## config.mk

```make
export PLATFORM = sky130hd
export DESIGN_NAME = snd_irq_level_ctrl
export DESIGN_NICKNAME = d
export VERILOG_FILES = /design/src/rtl/sndirq_pkg.sv /design/src/rtl/irq_src_pending.sv /design/src/rtl/irq_lvl_bank.sv /design/src/rtl/irq_lvl_max.sv /design/src/rtl/snd_irq_level_ctrl.sv
export SDC_FILE = /design/constraint.sdc
export NUM_CORES = 1
export LEC_CHECK = 0
export BUFFER_PORTS_ARGS = -buffer_cell sky130_fd_sc_hd__clkbuf_2
export CAP_MARGIN = 20
export CORE_AREA = 2 2 72 91
export DETAILED_ROUTE_END_ITERATION = 8
export DIE_AREA = 0 0 74 93
export GPL_TIMING_DRIVEN = 0
export PLACE_DENSITY = 0.88
export SYNTH_ARGS = -nofsm -noshare
export SYNTH_HDL_FRONTEND = slang
export SYNTH_SLANG_ARGS = --single-unit
```

## constraint.sdc

```tcl
create_clock -name clk -period 36 [get_ports clk]
set_input_delay 1.8 -clock clk [delete_from_list [all_inputs] [get_ports clk]]
set_output_delay 1.8 -clock clk [all_outputs]
set_load 0.01 [all_outputs]
```

## src/rtl/sndirq_pkg.sv

```systemverilog
package sndirq_pkg;

   localparam int NUM_SRC    = 11;
   localparam int SHARED_COL = 7;

   // source positions that the level decode and software depend on
   localparam int SRC_EXT0     = 0;
   localparam int SRC_MIDI_IN  = 3;
   localparam int SRC_DMA      = 4;
   localparam int SRC_MANUAL   = 5;
   localparam int SRC_TMR0     = 6;
   localparam int SRC_MIDI_OUT = 9;
   localparam int SRC_TICK     = 10;

   // register addresses
   localparam int ADR_ENABLE = 0;
   localparam int ADR_PEND   = 1;
   localparam int ADR_ACK    = 2;
   localparam int ADR_SLICE0 = 3;

   function automatic int col_of(input int src);
      return (src < SHARED_COL) ? src : SHARED_COL;
   endfunction

endpackage

```

## src/rtl/irq_src_pending.sv

```systemverilog
module irq_src_pending
   import sndirq_pkg::*;
#(
   parameter int NUM_EXT = 3,
   parameter int NUM_TMR = 3
) (
   input  logic               clk,
   input  logic               rst_n,
   input  logic [NUM_EXT-1:0] ext_n_i,
   input  logic               midi_in_ne_i,
   input  logic               midi_out_empty_i,
   input  logic               dma_done_i,
   input  logic [NUM_TMR-1:0] tmr_i,
   input  logic               tick_i,
   input  logic               man_set_i,
   input  logic [NUM_SRC-1:0] ack_i,
   output logic [NUM_SRC-1:0] pend_o
);

   logic [NUM_EXT-1:0] ext_prev_q;
   logic [NUM_EXT-1:0] ext_fall;
   logic [NUM_SRC-1:0] set_vec;

   always_ff @(posedge clk or negedge rst_n) begin
      if (!rst_n) ext_prev_q <= '1;
      else        ext_prev_q <= ext_n_i;
   end

   assign ext_fall = ext_prev_q & ~ext_n_i;

   always_comb begin
      set_vec                      = '0;
      set_vec[SRC_EXT0 +: NUM_EXT] = ext_fall;
      set_vec[SRC_DMA]             = dma_done_i;
      set_vec[SRC_MANUAL]          = man_set_i;
      set_vec[SRC_TMR0 +: NUM_TMR] = tmr_i;
      set_vec[SRC_TICK]            = tick_i;
   end

   for (genvar i = 0; i < NUM_SRC; i++) begin : g_src
      if (i == SRC_MIDI_IN) begin : g_rx
         logic unused_rx;
         assign unused_rx = set_vec[i] ^ ack_i[i];
         assign pend_o[i] = midi_in_ne_i;
      end else if (i == SRC_MIDI_OUT) begin : g_tx
         logic unused_tx;
         assign unused_tx = set_vec[i] ^ ack_i[i];
         assign pend_o[i] = midi_out_empty_i;
      end else begin : g_lat
         logic hold_q;
         always_ff @(posedge clk or negedge rst_n) begin
            if (!rst_n)          hold_q <= 1'b0;
            else if (set_vec[i]) hold_q <= 1'b1;
            else if (ack_i[i])   hold_q <= 1'b0;
         end
         assign pend_o[i] = hold_q;
      end
   end

endmodule

```

## src/rtl/irq_lvl_bank.sv

```systemverilog
module irq_lvl_bank
   import sndirq_pkg::*;
#(
   parameter int LVL_W    = 3,
   parameter int NUM_COLS = 8
) (
   input  logic                                clk,
   input  logic                                rst_n,
   input  logic [LVL_W-1:0]                    wr_sel_i,
   input  logic [NUM_COLS-1:0]                 wr_bits_i,
   output logic [LVL_W-1:0][NUM_COLS-1:0]      slice_o,
   output logic [NUM_SRC-1:0][LVL_W-1:0]       src_lvl_o
);

   for (genvar k = 0; k < LVL_W; k++) begin : g_slice
      always_ff @(posedge clk or negedge rst_n) begin
         if (!rst_n)           slice_o[k] <= '0;
         else if (wr_sel_i[k]) slice_o[k] <= wr_bits_i;
      end
   end

   // gather one bit per slice at the source's column
   for (genvar i = 0; i < NUM_SRC; i++) begin : g_col
      localparam int COL = col_of(i);
      for (genvar k = 0; k < LVL_W; k++) begin : g_bit
         assign src_lvl_o[i][k] = slice_o[k][COL];
      end
   end

endmodule

```

## src/rtl/irq_lvl_max.sv

```systemverilog
module irq_lvl_max
   import sndirq_pkg::*;
#(
   parameter int LVL_W = 3
) (
   input  logic [NUM_SRC-1:0]            req_i,
   input  logic [NUM_SRC-1:0][LVL_W-1:0] lvl_i,
   output logic [LVL_W-1:0]              max_o
);

   always_comb begin
      max_o = '0;
      for (int i = 0; i < NUM_SRC; i++) begin
         if (req_i[i] && (lvl_i[i] > max_o)) max_o = lvl_i[i];
      end
   end

endmodule

```

## src/rtl/snd_irq_level_ctrl.sv

```systemverilog
module snd_irq_level_ctrl
   import sndirq_pkg::*;
#(
   parameter int DATA_W   = 16,
   parameter int ADDR_W   = 3,
   parameter int LVL_W    = 3,
   parameter int NUM_COLS = 8,
   parameter int NUM_EXT  = 3,
   parameter int NUM_TMR  = 3,
   parameter bit REG_OUT  = 1'b1
) (
   input  logic               clk,
   input  logic               rst_n,
   input  logic               bus_wr,
   input  logic [ADDR_W-1:0]  bus_addr,
   input  logic [DATA_W-1:0]  bus_wdata,
   output logic [DATA_W-1:0]  bus_rdata,
   input  logic [NUM_EXT-1:0] ext_irq_n,
   input  logic               midi_in_ne,
   input  logic               midi_out_empty,
   input  logic               dma_done,
   input  logic [NUM_TMR-1:0] tmr_pulse,
   input  logic               smp_tick,
   output logic [LVL_W-1:0]   irq_level
);

   localparam int TOP_REG = ADR_SLICE0 + LVL_W;

   initial begin : p_param_chk
      assert (DATA_W >= NUM_SRC)          else $fatal(1, "data bus narrower than source count");
      assert (DATA_W >= NUM_COLS)         else $fatal(1, "data bus narrower than column count");
      assert (NUM_COLS == SHARED_COL + 1) else $fatal(1, "column count must end at shared column");
      assert (TOP_REG <= (1 << ADDR_W))   else $fatal(1, "address space too small");
      assert (NUM_EXT == SRC_MIDI_IN - SRC_EXT0) else $fatal(1, "external count breaks layout");
      assert (NUM_TMR == SRC_MIDI_OUT - SRC_TMR0) else $fatal(1, "timer count breaks layout");
   end

   logic [NUM_SRC-1:0]             en_q;
   logic [NUM_SRC-1:0]             pend;
   logic [NUM_SRC-1:0]             ack_mask;
   logic                           man_set;
   logic [LVL_W-1:0]               slice_sel;
   logic [LVL_W-1:0][NUM_COLS-1:0] slice_q;
   logic [NUM_SRC-1:0][LVL_W-1:0]  src_lvl;
   logic [LVL_W-1:0]               lvl_max;
   logic                           unused_hi;

   assign unused_hi = ^bus_wdata[DATA_W-1:NUM_SRC];

   // bus decode
   assign man_set  = bus_wr && (bus_addr == ADDR_W'(ADR_PEND)) && bus_wdata[SRC_MANUAL];
   assign ack_mask = (bus_wr && (bus_addr == ADDR_W'(ADR_ACK))) ? bus_wdata[NUM_SRC-1:0] : '0;

   for (genvar k = 0; k < LVL_W; k++) begin : g_sel
      assign slice_sel[k] = bus_wr && (bus_addr == ADDR_W'(ADR_SLICE0 + k));
   end

   always_ff @(posedge clk or negedge rst_n) begin
      if (!rst_n) en_q <= '0;
      else if (bus_wr && (bus_addr == ADDR_W'(ADR_ENABLE))) en_q <= bus_wdata[NUM_SRC-1:0];
   end

   irq_src_pending #(
      .NUM_EXT (NUM_EXT),
      .NUM_TMR (NUM_TMR)
   ) u_pend (
      .clk              (clk),
      .rst_n            (rst_n),
      .ext_n_i          (ext_irq_n),
      .midi_in_ne_i     (midi_in_ne),
      .midi_out_empty_i (midi_out_empty),
      .dma_done_i       (dma_done),
      .tmr_i            (tmr_pulse),
      .tick_i           (smp_tick),
      .man_set_i        (man_set),
      .ack_i            (ack_mask),
      .pend_o           (pend)
   );

   irq_lvl_bank #(
      .LVL_W    (LVL_W),
      .NUM_COLS (NUM_COLS)
   ) u_bank (
      .clk       (clk),
      .rst_n     (rst_n),
      .wr_sel_i  (slice_sel),
      .wr_bits_i (bus_wdata[NUM_COLS-1:0]),
      .slice_o   (slice_q),
      .src_lvl_o (src_lvl)
   );

   irq_lvl_max #(
      .LVL_W (LVL_W)
   ) u_max (
      .req_i (pend & en_q),
      .lvl_i (src_lvl),
      .max_o (lvl_max)
   );

   // output stage variant
   if (REG_OUT) begin : g_oreg
      logic [LVL_W-1:0] lvl_q;
      always_ff @(posedge clk or negedge rst_n) begin
         if (!rst_n) lvl_q <= '0;
         else        lvl_q <= lvl_max;
      end
      assign irq_level = lvl_q;
   end else begin : g_ocomb
      assign irq_level = lvl_max;
   end

   // read mux
   always_comb begin
      bus_rdata = '0;
      if (bus_addr == ADDR_W'(ADR_ENABLE)) bus_rdata[NUM_SRC-1:0] = en_q;
      if (bus_addr == ADDR_W'(ADR_PEND))   bus_rdata[NUM_SRC-1:0] = pend;
      for (int k = 0; k < LVL_W; k++) begin
         if (bus_addr == ADDR_W'(ADR_SLICE0 + k)) bus_rdata[NUM_COLS-1:0] = slice_q[k];
      end
   end

endmodule

```

# Word-level counts from Yosys, hierarchy flattened
# Index checks and enable logic that the tools add are counted.
# word_totals
regBits	50
inputBits	32
# op_classes
n_lt_le_gt_ge	11
eq_ne	5
n_mux	35
bitwise_logic	3
reduce_logical	28
# op_table
op	n
11-bit two-way mux	3
3-bit two-way mux	11
3-bit > comparator	10
8-bit two-way mux	3
1-bit logical AND	18
1-bit two-way mux	18
2-bit nonzero test	9
11-bit AND	1
3-bit by 2-bit == test with 1-bit output, second input constant	2
3-bit == test, second input constant	2
3-bit AND	1
3-bit by 1-bit == test with 1-bit output, second input constant	1
3-bit by 1-bit > comparator with 1-bit output, second input constant	1
3-bit zero test	1
3-bit inverter	1

# Depth between registers and ports, before layout
# logic_depth
depth_word	33
depth_mapped	58
depth_no_buf	58

# Hierarchy
# Synthesis repeated with hierarchy kept, for this count alone.
# hier_totals
cells_unflattened	443
hier_area_um2	4321.6
# modules_own_cells
module	instances	cells_each	area_each_um2	seq_area_each_um2
irq_lvl_max	1	206	1412.6	0.0
irq_lvl_bank	1	84	1242.4	600.6
snd_irq_level_ctrl	1	109	1158.6	350.3
irq_src_pending	1	44	508.0	304.0

# Worst setup path after synthesis
# OpenSTA, ideal clock, no wires.
# synth_path
path_type	register -> register
startpoint	register u_pend.g_src[0].g_lat.hold_q
endpoint	register g_oreg.lvl_q[0], in the netlist irq_level[0]
setup_ns	0.128
arrival_time_ns	11.839
path_slack_ns	24.033
stages_incl_launch_ff	56
cell_sequence	dfrtp_1 -> nand3_1 -> ha_1 -> nor2_1 -> a31oi_2 -> nand2_1 -> o21ai_0 -> ha_1 -> nor2_1 -> a22oi_1 -> a21oi_1 -> mux2_2 -> ha_1 -> nor2_1 -> o211ai_1 -> a21o_1 -> mux2_2 -> ha_1 -> (+20 left out) -> ha_1 -> or3_1 -> or4_4 -> o211ai_4 -> mux2i_1 -> ha_1 -> nor2b_1 -> o21a_1 -> o2111ai_1 -> nand2b_4 -> mux2_4 -> ha_1 -> inv_1 -> a21o_1 -> a21oi_1 -> a311oi_1 -> nor3b_4 -> mux2_1
# synth_between
elab_chain_cells	33
# synth_rtl
element	line	rtl
from (decl)	irq_src_pending.sv:50	logic hold_q;
from (signal assigned)	irq_src_pending.sv:52	if (!rst_n) hold_q <= 1'b0;
from (signal assigned)	irq_src_pending.sv:53	else if (set_vec[i]) hold_q <= 1'b1;
from (signal assigned)	irq_src_pending.sv:54	else if (ack_i[i]) hold_q <= 1'b0;
11-bit AND *	snd_irq_level_ctrl.sv:95	.req_i (pend & en_q),
1-bit logical AND *	irq_lvl_max.sv:14	if (req_i[i] && (lvl_i[i] > max_o)) max_o = lvl_i[i];
3-bit two-way mux *	irq_lvl_max.sv:14	
3-bit > comparator	irq_lvl_max.sv:14	
1-bit logical AND	irq_lvl_max.sv:14	
3-bit two-way mux *	irq_lvl_max.sv:14	
3-bit > comparator	irq_lvl_max.sv:14	
1-bit logical AND	irq_lvl_max.sv:14	
(+18 left out)	n/a	
3-bit two-way mux *	irq_lvl_max.sv:14	
3-bit > comparator	irq_lvl_max.sv:14	
1-bit logical AND	irq_lvl_max.sv:14	
3-bit two-way mux *	irq_lvl_max.sv:14	
3-bit > comparator	irq_lvl_max.sv:14	
1-bit logical AND	irq_lvl_max.sv:14	
3-bit two-way mux *	irq_lvl_max.sv:14	
named net lvl_max[0]	snd_irq_level_ctrl.sv:45	logic [LVL_W-1:0] lvl_max;
to (signal assigned)	snd_irq_level_ctrl.sv:105	else lvl_q <= lvl_max;
to (decl)	snd_irq_level_ctrl.sv:102	logic [LVL_W-1:0] lvl_q;
# The timed path passes the listed nets; every way through them passes the cells marked *.
# A chain may end at the register's enable or synchronous reset.

# Worst setup path in the final report
# layout_path
startpoint	register en_q[0]
endpoint	register g_oreg.lvl_q[2], in the netlist irq_level[2]
# layout_between
elab_chain_cells	33
# layout_rtl
element	line	rtl
from (decl)	snd_irq_level_ctrl.sv:38	logic [NUM_SRC-1:0] en_q;
from (signal assigned)	snd_irq_level_ctrl.sv:60	else if (bus_wr && (bus_addr == ADDR_W'(ADR_ENABLE))) en_q <= bus_wdata[NUM_SRC-1:0];
11-bit AND *	snd_irq_level_ctrl.sv:95	
1-bit logical AND *	irq_lvl_max.sv:14	
3-bit two-way mux *	irq_lvl_max.sv:14	
3-bit > comparator	irq_lvl_max.sv:14	
1-bit logical AND	irq_lvl_max.sv:14	
3-bit two-way mux *	irq_lvl_max.sv:14	
3-bit > comparator	irq_lvl_max.sv:14	
1-bit logical AND	irq_lvl_max.sv:14	
(+18 left out)	n/a	
3-bit two-way mux *	irq_lvl_max.sv:14	
3-bit > comparator	irq_lvl_max.sv:14	
1-bit logical AND	irq_lvl_max.sv:14	
3-bit two-way mux *	irq_lvl_max.sv:14	
3-bit > comparator	irq_lvl_max.sv:14	
1-bit logical AND	irq_lvl_max.sv:14	
3-bit two-way mux *	irq_lvl_max.sv:14	
named net lvl_max[2]	snd_irq_level_ctrl.sv:45	
# Marks and branches as above.

==> metrics.yaml <==
drt-wirelength-per-cell_um: 18.0
slew_violations: 0
cpMaxStageDelayCell: "or4_4"
clockBufferDepth: 2
finalSetupViolations: 0
tritoncts: "done"
track_usage_pct: 27.9
ant_nets: 0
clkLatencyLatePin_ns: 0.31
fmax_mhz: 76.5
hpwl_mm: 6.66
rows: 32
drive_gt1_share_pct: 27.6
first_iter_violations: 147
hp-start: "u_pend.ext_prev_q[0]"
cts.sinks: 50
cts_setup_buffers: 0
yosysWarnings: 0
synth_seq_cells: 50
die_x_um: 74
cp_max_fo: 6
slowest_delay_ns: 0.54
peakVddDrop_mv: 0.0320
die_area_um2: 6880
hold_viol_final: 0
diodes: 0
finalCriticalPeriod_ns: 13.08
cts_root_buf: "clkbuf_8"
grt_pass1_vias: 3170
skew_ns: 0.0146
netlist_area_um2: 3660
slew_headroom_pct: 36.0
vias: 3165
min_period_over_period_pct: 36.3
core_area_um2: 6050
post_cts_resized: 0
clk_pin_slew_ns: 0.10
synth-seq-area-share_pct: 34.3
numCtsBuffers: 5
grt_overflow: 0
avgSynthCellArea_um2: 9.84
p_leak_nw: 1.84
drt_wl_total_mm: 9.15
drc_errors: 0
synth_edf_count: 0
area_delta_synth_final_pct: 12.4
initial_utilization_pct: 60.5
pin_count: 51
drt_first_pass_iters: 5
status: "completed"
viasPerCell: 6.22
grt_pass1_wl_mm: 14.8
rsz0062_at_grt: "false"
powerDensity_nw_per_um2: 71.2
worstPathRequired_ns: 36.20
worst_path_most_repeated_cell: "ha_1"
synth_cells: 372
hold_class: "flop to flop"
maxCapViolCount: 0
synth_cell_types: 67
crit_type: "flop to flop"
synth_flop_cell: "dfrtp_1"
die_y_um: 93
worst_pin_slew_ns: 0.955
fin_tns_setup_ns: 0
worstSetupEndpointType: "flop"
htreeDepth: 2
io_buffers: 39
final_util_pct: 68.0
grt_max_degree: 28
startpoint_type: "flop"
place_congestion: 0.948
arrival_ns: 13.28
async_flop_share_pct: 100
cp-startpoint: "en_q[0]"
fin_nets: 471
grt_antenna_before_repair: 0
rr_startpoint: "en_q[0]"
cts_hold_buf: 0
routing by layer:
| metal | wire, µm | global-route usage [%] |
|---|---|---|
| met5 | 0 | 0 |
| met4 | 537 | 18.2 |
| met3 | 516 | 3.66 |
| met2 | 4540 | 46.2 |
| met1 | 3560 | 33.3 |
cells in the final DEF, fill, tap and decap left out, types with 3 or more instances in the layout:
cell       n
or3_1      4
o21a_1     3
o211ai_1   8
a21o_1    10
mux2_1     3
o22ai_1    9
clkbuf_1  11
clkbuf_2  39
a21oi_1   15
conb_1     5
nand2_1   26
and3_1     9
mux2i_1   23
nor3_1     6
mux2_2    38
buf_4      5
nand3_1   17
clkbuf_8   5
o21ai_0   13
a22oi_1    6
mux2_4     3
a31oi_1    6
inv_1     13
dfstp_2    3
nor2_1    27
ha_1      16
dfrtp_1   47
Yosys cell counts, types with 2 or more instances:
master / instances / area share, %
mux2i_1: 23 / 6.3
nor3_1: 6 / 0.82
ha_1: 16 / 5.5
and3_1: 9 / 1.5
nor3b_1: 2 / 0.41
o21ai_0: 13 / 1.8
o22ai_1: 9 / 1.5
a21oi_1: 15 / 2.1
buf_1: 2 / 0.21
mux2_2: 38 / 12
mux2_1: 3 / 0.92
a22oi_1: 6 / 1.2
inv_1: 13 / 1.3
clkbuf_1: 10 / 1.0
dfrtp_1: 47 / 32
maj3_1: 2 / 0.55
mux2_4: 3 / 1.2
and2_1: 2 / 0.34
a31oi_1: 6 / 1.0
nor2b_1: 2 / 0.34
nand3b_1: 2 / 0.41
nor2_1: 27 / 2.8
a31o_2: 2 / 0.48
a32oi_1: 2 / 0.48
a311oi_1: 2 / 0.48
or3_1: 4 / 0.68
a21o_1: 10 / 2.1
nand3_1: 17 / 2.3
o21a_1: 3 / 0.62
buf_4: 5 / 1.0
o211ai_1: 8 / 1.6
dfstp_2: 3 / 2.2
nand2_1: 26 / 2.7
worst paths after layout:
kind | slack (ns) | cells past startpoint | to
worst max-delay path | 22.92 | 56 | irq_level[2]
worst min-delay path | 0.51 | 2 | u_pend.g_src[0].g_lat.hold_q
worst max register to register | 22.92 | 56 | irq_level[2]
worst min register to register | 0.51 | 2 | u_pend.g_src[0].g_lat.hold_q
max in group asynchronous | 33.86 | 2 | u_pend.ext_prev_q[0]
min in group asynchronous | 1.49 | 1 | u_pend.g_src[6].g_lat.hold_q
where the power goes:
group	leakage, nW	internal (mW)	switching [mW]
sequential	0.569	0.0674	0.0122
clock	0.0554	0.0209	0.0189
combinational	1.22	0.0831	0.0901
total	1.84	0.171	0.121
layout make-up:
cell class,instances,area (µm²)
tap,85,106
clock inverter,2,38.8
buffer,17,82.6
timing repair buffer,40,215
sequential,50,1250
multi-input combinational,296,2290
clock buffer,6,72.6
fill,465,1930
inverter,13,48.8
worst max-delay path, delay by kind of cell (launching register included):
family          cells  cell delay (ns)
compound gates     20             3.79
fa+ha+maj          12             3.38
buf+inv             1             0.05
flops               1             0.41
mux                 8             2.58
simple gates       15             2.77
state kept, by name (all words and copies together) (netlist names):
name / count
u_pend.ext_prev_q: 3
u_bank.slice_o: 24
irq_level: 3
en_q: 11
u_pend.g_src.g_lat.hold_q: 9
cells by family (layout without fill, tap and decap cells):
group,count (synthesis),after routing,share of synthesized area [%]
flops,50,50,34.3
compound gates,92,92,18.6
mux,67,67,20.1
xor+xnor,1,1,0.239
fa+ha+maj,19,19,6.32
buf+inv,30,78,3.59
simple gates,112,112,16.7
other cells,1,5,0.102
stage by stage:
| step | power, mW | hold slack, ns | instance area, µm² | setup WS, ns | cells |
|---|---|---|---|---|---|
| final | 0.293 | 0.509 | 4110 | 22.92 | 509 |
| after global routing | 0.314 | 0.520 | 4110 | 22.05 | 509 |
| after CTS | 0.293 | 0.511 | 4110 | 22.91 | 509 |
| after detailed placement | 0.252 | 0.493 | 4000 | 22.98 | 501 |
| after global placement | 0.243 | 0.486 | 3980 | 23.36 | 500 |
| after floorplan | 0.215 | 0.471 | 3670 | 24.03 | 376 |
Power figures use the tool's default switching activity.
